## src/rtl/ramxfer_pkg.sv

```systemverilog
// Shared constants for the memory-to-memory DMA engine.
// Assumes a 16-bit register interface; bit positions are fixed by software.
package ramxfer_pkg;

    // Register indices on the host side
    localparam logic [2:0] IDX_CSR     = 3'd0;
    localparam logic [2:0] IDX_MAIN_HI = 3'd1;
    localparam logic [2:0] IDX_MAIN_LO = 3'd2;
    localparam logic [2:0] IDX_AUX_HI  = 3'd3;
    localparam logic [2:0] IDX_AUX_LO  = 3'd4;
    localparam logic [2:0] IDX_CTRL    = 3'd5;
    localparam logic [2:0] IDX_LEN_LO  = 3'd6;

    // Control/status bit positions
    localparam int CSR_ABORT   = 11;
    localparam int CSR_BUSY    = 9;
    localparam int CSR_DSP_MSK = 8;
    localparam int CSR_DSP_FLG = 7;
    localparam int CSR_DMA_MSK = 6;
    localparam int CSR_DMA_FLG = 5;
    localparam int CSR_AUD_MSK = 4;
    localparam int CSR_AUD_FLG = 3;
    localparam int CSR_HALT    = 2;
    localparam int CSR_CORE_RS = 0;

    // Control register direction bit
    localparam int CTRL_DIR = 15;

    // Burst sequencer states
    typedef enum logic [1:0] {
        SQ_IDLE  = 2'd0,
        SQ_READ  = 2'd1,
        SQ_WRITE = 2'd2,
        SQ_DONE  = 2'd3
    } sq_state_e;

endpackage

```

## src/rtl/ramxfer_regs.sv

```systemverilog
// Register file for the DMA engine.
// Holds the address, length and direction registers and the shared
// control/status register with its write-one-to-clear flags. Decodes the
// start write (length-low while idle) and the abort write (bit 11).
// Assumes one host write per cycle; reads are combinational.
module ramxfer_regs
    import ramxfer_pkg::*;
#(
    parameter int HI_W  = 10,
    parameter int OFS_W = 5
) (
    input  logic                       clk,
    input  logic                       rst_n,
    input  logic                       host_wr,
    input  logic [2:0]                 host_idx,
    input  logic [15:0]                host_wdata,
    output logic [15:0]                host_rdata,
    input  logic                       aud_evt,
    input  logic                       dsp_evt,
    input  logic                       busy,
    input  logic                       done,
    output logic [HI_W+16-1:0]         main_addr,
    output logic [HI_W+16-1:0]         aux_addr,
    output logic                       to_main,
    output logic [HI_W+16-OFS_W-1:0]   bursts,
    output logic                       start,
    output logic                       abort,
    output logic                       dma_flag,
    output logic                       dma_mask
);
    localparam int LO_W = 16 - OFS_W;

    logic [HI_W-1:0] main_hi, aux_hi, len_hi;
    logic [LO_W-1:0] main_lo, aux_lo, len_lo;
    logic            dir_bit;
    logic            dsp_msk, dsp_flg, aud_msk, aud_flg, halt_bit, core_rs;
    logic            wr_csr, wr_len;

    // Decode the two register writes that have side effects
    always_comb begin
        wr_csr = host_wr && (host_idx == IDX_CSR);
        wr_len = host_wr && (host_idx == IDX_LEN_LO);
        start  = wr_len && !busy;
        abort  = wr_csr && host_wdata[CSR_ABORT];
    end

    // Present addresses and the burst count to the sequencer
    always_comb begin
        main_addr = {main_hi, main_lo, {OFS_W{1'b0}}};
        aux_addr  = {aux_hi, aux_lo, {OFS_W{1'b0}}};
        to_main   = dir_bit;
        bursts    = {len_hi, host_wdata[15:OFS_W]};
    end

    // Address, length and direction registers
    always_ff @(posedge clk) begin
        if (!rst_n) begin
            main_hi <= '0;
            main_lo <= '0;
            aux_hi  <= '0;
            aux_lo  <= '0;
            len_hi  <= '0;
            len_lo  <= '0;
            dir_bit <= 1'b0;
        end else if (host_wr) begin
            case (host_idx)
                IDX_MAIN_HI: main_hi <= host_wdata[HI_W-1:0];
                IDX_MAIN_LO: main_lo <= host_wdata[15:OFS_W];
                IDX_AUX_HI:  aux_hi  <= host_wdata[HI_W-1:0];
                IDX_AUX_LO:  aux_lo  <= host_wdata[15:OFS_W];
                IDX_CTRL: begin
                    dir_bit <= host_wdata[CTRL_DIR];
                    len_hi  <= host_wdata[HI_W-1:0];
                end
                IDX_LEN_LO: if (!busy) len_lo <= host_wdata[15:OFS_W];
                default: ;
            endcase
        end
    end

    // Plain read/write control bits of the status register
    always_ff @(posedge clk) begin
        if (!rst_n) begin
            dsp_msk  <= 1'b0;
            dma_mask <= 1'b0;
            aud_msk  <= 1'b0;
            halt_bit <= 1'b0;
            core_rs  <= 1'b0;
        end else if (wr_csr) begin
            dsp_msk  <= host_wdata[CSR_DSP_MSK];
            dma_mask <= host_wdata[CSR_DMA_MSK];
            aud_msk  <= host_wdata[CSR_AUD_MSK];
            halt_bit <= host_wdata[CSR_HALT];
            core_rs  <= host_wdata[CSR_CORE_RS];
        end
    end

    // Sticky flags: set by their source, cleared by writing one; set wins
    always_ff @(posedge clk) begin
        if (!rst_n) begin
            dma_flag <= 1'b0;
            aud_flg  <= 1'b0;
            dsp_flg  <= 1'b0;
        end else begin
            dma_flag <= done    | (dma_flag & ~(wr_csr & host_wdata[CSR_DMA_FLG]));
            aud_flg  <= aud_evt | (aud_flg  & ~(wr_csr & host_wdata[CSR_AUD_FLG]));
            dsp_flg  <= dsp_evt | (dsp_flg  & ~(wr_csr & host_wdata[CSR_DSP_FLG]));
        end
    end

    // Read-back multiplexer
    always_comb begin
        host_rdata = '0;
        case (host_idx)
            IDX_CSR: begin
                host_rdata[CSR_BUSY]    = busy;
                host_rdata[CSR_DSP_MSK] = dsp_msk;
                host_rdata[CSR_DSP_FLG] = dsp_flg;
                host_rdata[CSR_DMA_MSK] = dma_mask;
                host_rdata[CSR_DMA_FLG] = dma_flag;
                host_rdata[CSR_AUD_MSK] = aud_msk;
                host_rdata[CSR_AUD_FLG] = aud_flg;
                host_rdata[CSR_HALT]    = halt_bit;
                host_rdata[CSR_CORE_RS] = core_rs;
            end
            IDX_MAIN_HI: host_rdata[HI_W-1:0]  = main_hi;
            IDX_MAIN_LO: host_rdata[15:OFS_W]  = main_lo;
            IDX_AUX_HI:  host_rdata[HI_W-1:0]  = aux_hi;
            IDX_AUX_LO:  host_rdata[15:OFS_W]  = aux_lo;
            IDX_CTRL: begin
                host_rdata[CTRL_DIR]   = dir_bit;
                host_rdata[HI_W-1:0]   = len_hi;
            end
            IDX_LEN_LO:  host_rdata[15:OFS_W]  = len_lo;
            default: host_rdata = '0;
        endcase
    end

endmodule

```

## src/rtl/ramxfer_seq.sv

```systemverilog
// Burst sequencer for the DMA engine.
// Runs one read of the source and one write of the destination per burst,
// stepping both addresses by one burst, until the count is exhausted.
// Assumes a memory holds its acknowledge for one cycle with read data valid.
module ramxfer_seq
    import ramxfer_pkg::*;
#(
    parameter int ADDR_W      = 26,
    parameter int CNT_W       = 21,
    parameter int DATA_W      = 256,
    parameter int BURST_BYTES = 32
) (
    input  logic              clk,
    input  logic              rst_n,
    input  logic              start,
    input  logic              abort,
    input  logic              to_main,
    input  logic [ADDR_W-1:0] main_addr,
    input  logic [ADDR_W-1:0] aux_addr,
    input  logic [CNT_W-1:0]  bursts,
    input  logic              src_ack,
    input  logic [DATA_W-1:0] src_rdata,
    input  logic              dst_ack,
    output logic              src_req,
    output logic [ADDR_W-1:0] src_addr,
    output logic              dst_req,
    output logic [ADDR_W-1:0] dst_addr,
    output logic [DATA_W-1:0] dst_wdata,
    output logic              dir_q,
    output logic              busy,
    output logic              done
);
    localparam logic [ADDR_W-1:0] STEP = ADDR_W'(BURST_BYTES);
    localparam logic [CNT_W-1:0]  ONE  = CNT_W'(1);

    sq_state_e         st;
    logic [ADDR_W-1:0] src_q, dst_q;
    logic [CNT_W-1:0]  left_q;
    logic [DATA_W-1:0] buf_q;

    // Burst state machine with latched transfer parameters
    always_ff @(posedge clk) begin
        if (!rst_n) begin
            st     <= SQ_IDLE;
            src_q  <= '0;
            dst_q  <= '0;
            left_q <= '0;
            buf_q  <= '0;
            dir_q  <= 1'b0;
        end else if (abort) begin
            st <= SQ_IDLE;
        end else begin
            case (st)
                SQ_IDLE: if (start) begin
                    dir_q  <= to_main;
                    src_q  <= to_main ? aux_addr : main_addr;
                    dst_q  <= to_main ? main_addr : aux_addr;
                    left_q <= bursts;
                    st     <= (bursts == '0) ? SQ_DONE : SQ_READ;
                end
                SQ_READ: if (src_ack) begin
                    buf_q <= src_rdata;
                    st    <= SQ_WRITE;
                end
                SQ_WRITE: if (dst_ack) begin
                    src_q  <= src_q + STEP;
                    dst_q  <= dst_q + STEP;
                    left_q <= left_q - ONE;
                    st     <= (left_q == ONE) ? SQ_DONE : SQ_READ;
                end
                default: st <= SQ_IDLE;
            endcase
        end
    end

    // Drive the generic source/destination request lines
    always_comb begin
        src_req   = (st == SQ_READ);
        dst_req   = (st == SQ_WRITE);
        src_addr  = src_q;
        dst_addr  = dst_q;
        dst_wdata = buf_q;
        busy      = (st != SQ_IDLE);
        done      = (st == SQ_DONE) && !abort;
    end

endmodule

```

## src/rtl/ramxfer_route.sv

```systemverilog
// Port router for the DMA engine.
// Maps the sequencer's source and destination onto the main and auxiliary
// memory ports according to the latched direction. Purely combinational.
module ramxfer_route #(
    parameter int ADDR_W = 26,
    parameter int DATA_W = 256
) (
    input  logic              dir_q,
    input  logic              src_req,
    input  logic [ADDR_W-1:0] src_addr,
    input  logic              dst_req,
    input  logic [ADDR_W-1:0] dst_addr,
    input  logic [DATA_W-1:0] dst_wdata,
    output logic              src_ack,
    output logic [DATA_W-1:0] src_rdata,
    output logic              dst_ack,
    output logic              mm_req,
    output logic              mm_we,
    output logic [ADDR_W-1:0] mm_addr,
    output logic [DATA_W-1:0] mm_wdata,
    input  logic [DATA_W-1:0] mm_rdata,
    input  logic              mm_ack,
    output logic              ax_req,
    output logic              ax_we,
    output logic [ADDR_W-1:0] ax_addr,
    output logic [DATA_W-1:0] ax_wdata,
    input  logic [DATA_W-1:0] ax_rdata,
    input  logic              ax_ack
);
    // Steer requests and responses; dir_q = 1 means auxiliary to main
    always_comb begin
        mm_req    = dir_q ? dst_req  : src_req;
        mm_we     = dir_q & dst_req;
        mm_addr   = dir_q ? dst_addr : src_addr;
        mm_wdata  = dst_wdata;
        ax_req    = dir_q ? src_req  : dst_req;
        ax_we     = ~dir_q & dst_req;
        ax_addr   = dir_q ? src_addr : dst_addr;
        ax_wdata  = dst_wdata;
        src_ack   = dir_q ? ax_ack   : mm_ack;
        src_rdata = dir_q ? ax_rdata : mm_rdata;
        dst_ack   = dir_q ? mm_ack   : ax_ack;
    end

endmodule

```

## src/rtl/ramxfer_dma.sv

```systemverilog
// Top of the register-programmed memory-to-memory DMA engine.
// Connects the register file, the burst sequencer and the port router.
// Assumes both memories use 32-byte aligned single-burst handshakes.
module ramxfer_dma #(
    parameter int ADDR_HI_W   = 10,
    parameter int BURST_BYTES = 32
) (
    input  logic                         clk,
    input  logic                         rst_n,
    input  logic                         host_wr,
    input  logic [2:0]                   host_idx,
    input  logic [15:0]                  host_wdata,
    output logic [15:0]                  host_rdata,
    input  logic                         aud_evt,
    input  logic                         dsp_evt,
    output logic                         irq,
    output logic                         mm_req,
    output logic                         mm_we,
    output logic [ADDR_HI_W+16-1:0]      mm_addr,
    output logic [BURST_BYTES*8-1:0]     mm_wdata,
    input  logic [BURST_BYTES*8-1:0]     mm_rdata,
    input  logic                         mm_ack,
    output logic                         ax_req,
    output logic                         ax_we,
    output logic [ADDR_HI_W+16-1:0]      ax_addr,
    output logic [BURST_BYTES*8-1:0]     ax_wdata,
    input  logic [BURST_BYTES*8-1:0]     ax_rdata,
    input  logic                         ax_ack
);
    localparam int OFS_W  = $clog2(BURST_BYTES);
    localparam int ADDR_W = ADDR_HI_W + 16;
    localparam int CNT_W  = ADDR_W - OFS_W;
    localparam int DATA_W = BURST_BYTES * 8;

    logic              busy, done, start, abort, to_main, dir_q;
    logic              dma_flag, dma_mask;
    logic [ADDR_W-1:0] main_addr, aux_addr, src_addr, dst_addr;
    logic [CNT_W-1:0]  bursts;
    logic              src_req, dst_req, src_ack, dst_ack;
    logic [DATA_W-1:0] src_rdata, dst_wdata;
    logic              zero_len;

    ramxfer_regs #(.HI_W(ADDR_HI_W), .OFS_W(OFS_W)) u_regs (
        .clk(clk), .rst_n(rst_n),
        .host_wr(host_wr), .host_idx(host_idx), .host_wdata(host_wdata),
        .host_rdata(host_rdata), .aud_evt(aud_evt), .dsp_evt(dsp_evt),
        .busy(busy), .done(done),
        .main_addr(main_addr), .aux_addr(aux_addr), .to_main(to_main),
        .bursts(bursts), .start(start), .abort(abort),
        .dma_flag(dma_flag), .dma_mask(dma_mask)
    );

    ramxfer_seq #(
        .ADDR_W(ADDR_W), .CNT_W(CNT_W), .DATA_W(DATA_W), .BURST_BYTES(BURST_BYTES)
    ) u_seq (
        .clk(clk), .rst_n(rst_n), .start(start), .abort(abort),
        .to_main(to_main), .main_addr(main_addr), .aux_addr(aux_addr),
        .bursts(bursts), .src_ack(src_ack), .src_rdata(src_rdata),
        .dst_ack(dst_ack), .src_req(src_req), .src_addr(src_addr),
        .dst_req(dst_req), .dst_addr(dst_addr), .dst_wdata(dst_wdata),
        .dir_q(dir_q), .busy(busy), .done(done)
    );

    ramxfer_route #(.ADDR_W(ADDR_W), .DATA_W(DATA_W)) u_route (
        .dir_q(dir_q), .src_req(src_req), .src_addr(src_addr),
        .dst_req(dst_req), .dst_addr(dst_addr), .dst_wdata(dst_wdata),
        .src_ack(src_ack), .src_rdata(src_rdata), .dst_ack(dst_ack),
        .mm_req(mm_req), .mm_we(mm_we), .mm_addr(mm_addr),
        .mm_wdata(mm_wdata), .mm_rdata(mm_rdata), .mm_ack(mm_ack),
        .ax_req(ax_req), .ax_we(ax_we), .ax_addr(ax_addr),
        .ax_wdata(ax_wdata), .ax_rdata(ax_rdata), .ax_ack(ax_ack)
    );

    // Masked completion interrupt and zero-length start indication
    always_comb begin
        irq      = dma_flag & dma_mask;
        zero_len = (bursts == '0);
    end

endmodule

```

## config.mk

```make
export PLATFORM = sky130hd
export DESIGN_NAME = ramxfer_dma
export DESIGN_NICKNAME = d
export VERILOG_FILES = /design/src/rtl/ramxfer_pkg.sv /design/src/rtl/ramxfer_regs.sv /design/src/rtl/ramxfer_seq.sv /design/src/rtl/ramxfer_route.sv /design/src/rtl/ramxfer_dma.sv
export SDC_FILE = /design/constraint.sdc
export NUM_CORES = 1
export LEC_CHECK = 0
export ABC_AREA = 1
export CAP_MARGIN = 20
export CORE_AREA = 5 5 438 440
export DETAILED_ROUTE_END_ITERATION = 8
export DIE_AREA = 0 0 443 445
export DONT_BUFFER_PORTS = 1
export HOLD_SLACK_MARGIN = 0.1
export SLEW_MARGIN = 25
export SYNTH_ARGS = -nofsm -noshare
export SYNTH_HDL_FRONTEND = slang
export SYNTH_HIERARCHICAL = 1
export SYNTH_SLANG_ARGS = --single-unit
```

## constraint.sdc

```tcl
create_clock -name clk -period 3.1 [get_ports clk]
set_clock_uncertainty 0.2 [all_clocks]
set_input_delay 0.465 -clock clk [delete_from_list [all_inputs] [get_ports clk]]
set_output_delay 0.465 -clock clk [all_outputs]
set_load 0.05 [all_outputs]
```

==> run summary <==
* 0.3323 GHz — Fmax achieved
* 0 — antenna-violating nets left
* dfxtp_1 — Primary FF master, synth
* dfxtp_1 — Synth area leader
* 90.99 ps — smallest setup slack after layout
* 0.3172 — proportion of synthesized chip area in sequential cells
* 0 — Pins Over Slew Limit
* 11 — R2R cell count
* 104 — initial antenna violation count
* complete, no violations — result of the run
* 3430 ps — required time worst endpoint
* 445 um — Die Ht
* 1307 ps — slew at the pin closest to its max-slew limit
* 0.0004049 V — maximum resistive drop on vdd
* 0.3172 — area share of the largest cell type after synthesis
* 0.1362 — initial standard-cell utilization of the core
* 0 — count of buffers inserted at the top-level ports
* 130 ps — slack of the worst reg-to-reg path
* dfxtp_1, nand2_1, buf_4, nor2_1, o21ai_0 — leading cell types by total area after synthesis
* input port — Critical Path Start Type
* 40.92% — Syn-to-layout area delta
* 0.02550 mm2 — netlist area before placement
* dlymetal6s4s_1, inv_1, nor2_2, inv_1, nor2_1, nor3_4, buf_12, o21ai_0, nor2_1, dlygate4sd3_1 — critical path cell sequence
* 0.1971 mm2 — die area
* host_idx[0] — start point of the worst min-delay path
* 211.9 ps — smallest hold slack
* 0 — # Max-Cap Violations
* 26.22 um — per-cell routed wire length
* 3009 ps — shortest clock period the worst path allows after layout
* in -> reg — class of the worst hold path
* 26.67k — via count of the first global-routing pass
* nand2_1, nor2_1, buf_4 — list of most frequent post-synthesis cells
* 147,200 um — Detail Placement HPWL
* 3 — number of buffers on the longest clock path
* 580 ps — crit-path max cell delay
* 0.9706 — fin crit share
* 2 — maximum level of the CTS H-tree
* host_wr — crit path from
* 437.6 mW/mm2 — P per Cell Area
* 404 — flip-flop and latch count after synthesis
* 29.27k — total number of vias
* 0 — share of async-settable or async-resettable flops after synthesis
* 6.199 um2 — synthesized area per cell
* 0 — global route overflow
* 0.1872 mm2 — area of the core
* nand2_1 — cell with the most instances after synthesis
* 6 — first-pass iteration count of the detailed router
* 0.1761 — total global-route track usage
* 54 — clock buffer count from CTS
* 189 — maximum number of pins on one net before global-route repair
* 3340 ps — WP data arrival
* 4.113 — routed via count divided by cell count
* 540.2 ps — worst slack after detailed placement
* 6,132 — placed cells
* 3,318 — Initial DRC Count
* 0 — final hold violation count
* u_seq/src_addr[13]$_SDFFE_PN0P_ — endpoint of the most critical register-to-register path
* u_regs/dma_mask$_SDFFE_PN0N_ — end point of the worst hold path
* 0 — DRC viols
* 0.1044 — layout cells sized above 1
* done — clock tree from TritonCTS
* 0 — number of synthesized flops with an enable pin
* register — type of element capturing the critical path
* 0.1920 — end-of-flow core utilization
* 1.038 — routability congestion estimate from global placement
* dlygate4sd3_1 — Crit-path slowest cell
* 443 um — horizontal die dimension
* 159 — number of standard-cell rows in the floorplan
* 0.01577 uW — leakage dissipation
* clkbuf_16 — root buffer cell
* 404 — clock sink total
* 15,730 uW — total power consumption of the routed design
* 7,118 — final non-filler cell total
* 0 — setup violators final
* 60 ps — Clk pin slew, worst setup/hold paths
* 4,114 — gate count after technology mapping
* 670 ps — clock latency reported for the late side of the worst-skew pair
* u_seq/dir_q$_SDFFE_PN0P_ — worst flop-to-flop path startpoint
* in -> reg — critical setup path kind
* 0.1284 — Slew headroom
* 241,000 um — global-route wire length before repair
* 35 — distinct cell type count of the synthesized netlist
* 6 — Ys Warns
* 5,020 — layout net count
* 1,123 — number of top-level pins
* 186,600 um — final wirelength
* 8 — Worst Hold Path Cells
* 120 — largest fanout on the critical path
sequential cells by signal, summed over array words and instances (netlist names), 2 cells and up:
signal	flops
u_regs/aux_hi	10
u_regs/aux_lo	11
u_regs/len_hi	10
u_regs/len_lo	11
u_regs/main_hi	10
u_regs/main_lo	11
u_seq/dst_addr	26
u_seq/dst_wdata	256
u_seq/left_q	21
u_seq/src_addr	26
u_seq/st	2
worst max-delay path by stage:
stage	slack, ps	endpoint	cells after the start
after global placement	520	u_seq/dst_wdata[68]$_SDFFE_PN0P_	11
after global routing	-20	u_seq/dst_wdata[20]$_SDFFE_PN0P_	7
final	90	u_seq/dst_wdata[22]$_SDFFE_PN0P_	10
after detailed placement	540	u_seq/dst_wdata[24]$_SDFFE_PN0P_	11
after CTS	10	u_seq/src_addr[9]$_SDFFE_PN0P_	12
after floorplan	760	u_seq/dst_wdata[100]$_SDFFE_PN0P_	11
worst max-delay path, delay by kind of cell:
family                 cells  cell delay [ps]
buffers and inverters      5             1680
AOI/OAI and AO/OA          1              320
and+or+nand+nor            4              670
power by group:
| part | total, uW | switching [uW] | internal, uW |
|---|---|---|---|
| Combinational | 3180 | 1930 | 1250 |
| Clock | 6460 | 2810 | 3650 |
| Sequential | 6090 | 698 | 5390 |
| Total | 15700 | 5440 | 10300 |
routing by layer:
metal | vias up | track usage | part of all wire
li1 | 13145 | - | -
met1 | 13982 | 0.1917 | 0.36
met2 | 1732 | 0.2877 | 0.47
met3 | 365 | 0.07668 | 0.12
met4 | 49 | 0.09642 | 0.055
met5 | - | 0.006734 | 0.0027
stage by stage:
stage	TNS [ps]	area, um2
6_report	0	35930
5_1_grt	-22.37	35890
4_1_cts	0	35580
3_5_place_dp	0	25950
3_3_place_gp	0	25950
2_1_floorplan	0	25530
placed cells by master (no fill, tap or decap), types with 29 or more instances in the layout:
cell,n
nand3_1,73
buf_4,251
o21ai_0,336
inv_1,145
o21ai_1,44
nor2_1,742
dlygate4sd3_1,778
dfxtp_2,68
dfxtp_1,335
nand4_1,29
a21oi_1,111
clkbuf_16,56
nand2_1,1343
diode_2,101
kinds of logic (layout without fill, tap and decap cells):
| kind of cell | after synthesis | in the layout | synth area share |
|---|---|---|---|
| AO/OA/AOI/OAI | 540 | 540 | 0.1095 |
| XOR/XNOR | 14 | 14 | 0.004808 |
| adder cells (fa/ha/maj) | 4 | 4 | 0.001963 |
| buffers and inverters | 918 | 1317 | 0.2254 |
| flip-flops | 404 | 404 | 0.3172 |
| other | 1 | 111 | 0.0001471 |
| AND/OR/NAND/NOR | 2233 | 2233 | 0.3411 |
repair_timing:
action	CTS	global route
pin swaps	0	1
endpoints found under the hold margin	392	0
gates cloned	0	2
hold buffers	780	0
resized for setup	1	5
endpoints found under the setup margin	1	179
setup buffers	0	3
final cells by class:
class | instances | area [um2]
diodes | 101 | 252.7
clock buffers | 81 | 1583
clock inverters | 19 | 221.5
fillers | 21072 | 151300
inverters | 158 | 618.1
multi-input cells | 2801 | 11710
flip-flops and latches | 404 | 8177
well taps | 2495 | 3122
repair buffers | 1059 | 10250
Note: power is estimated with default switching activity, not from simulation.
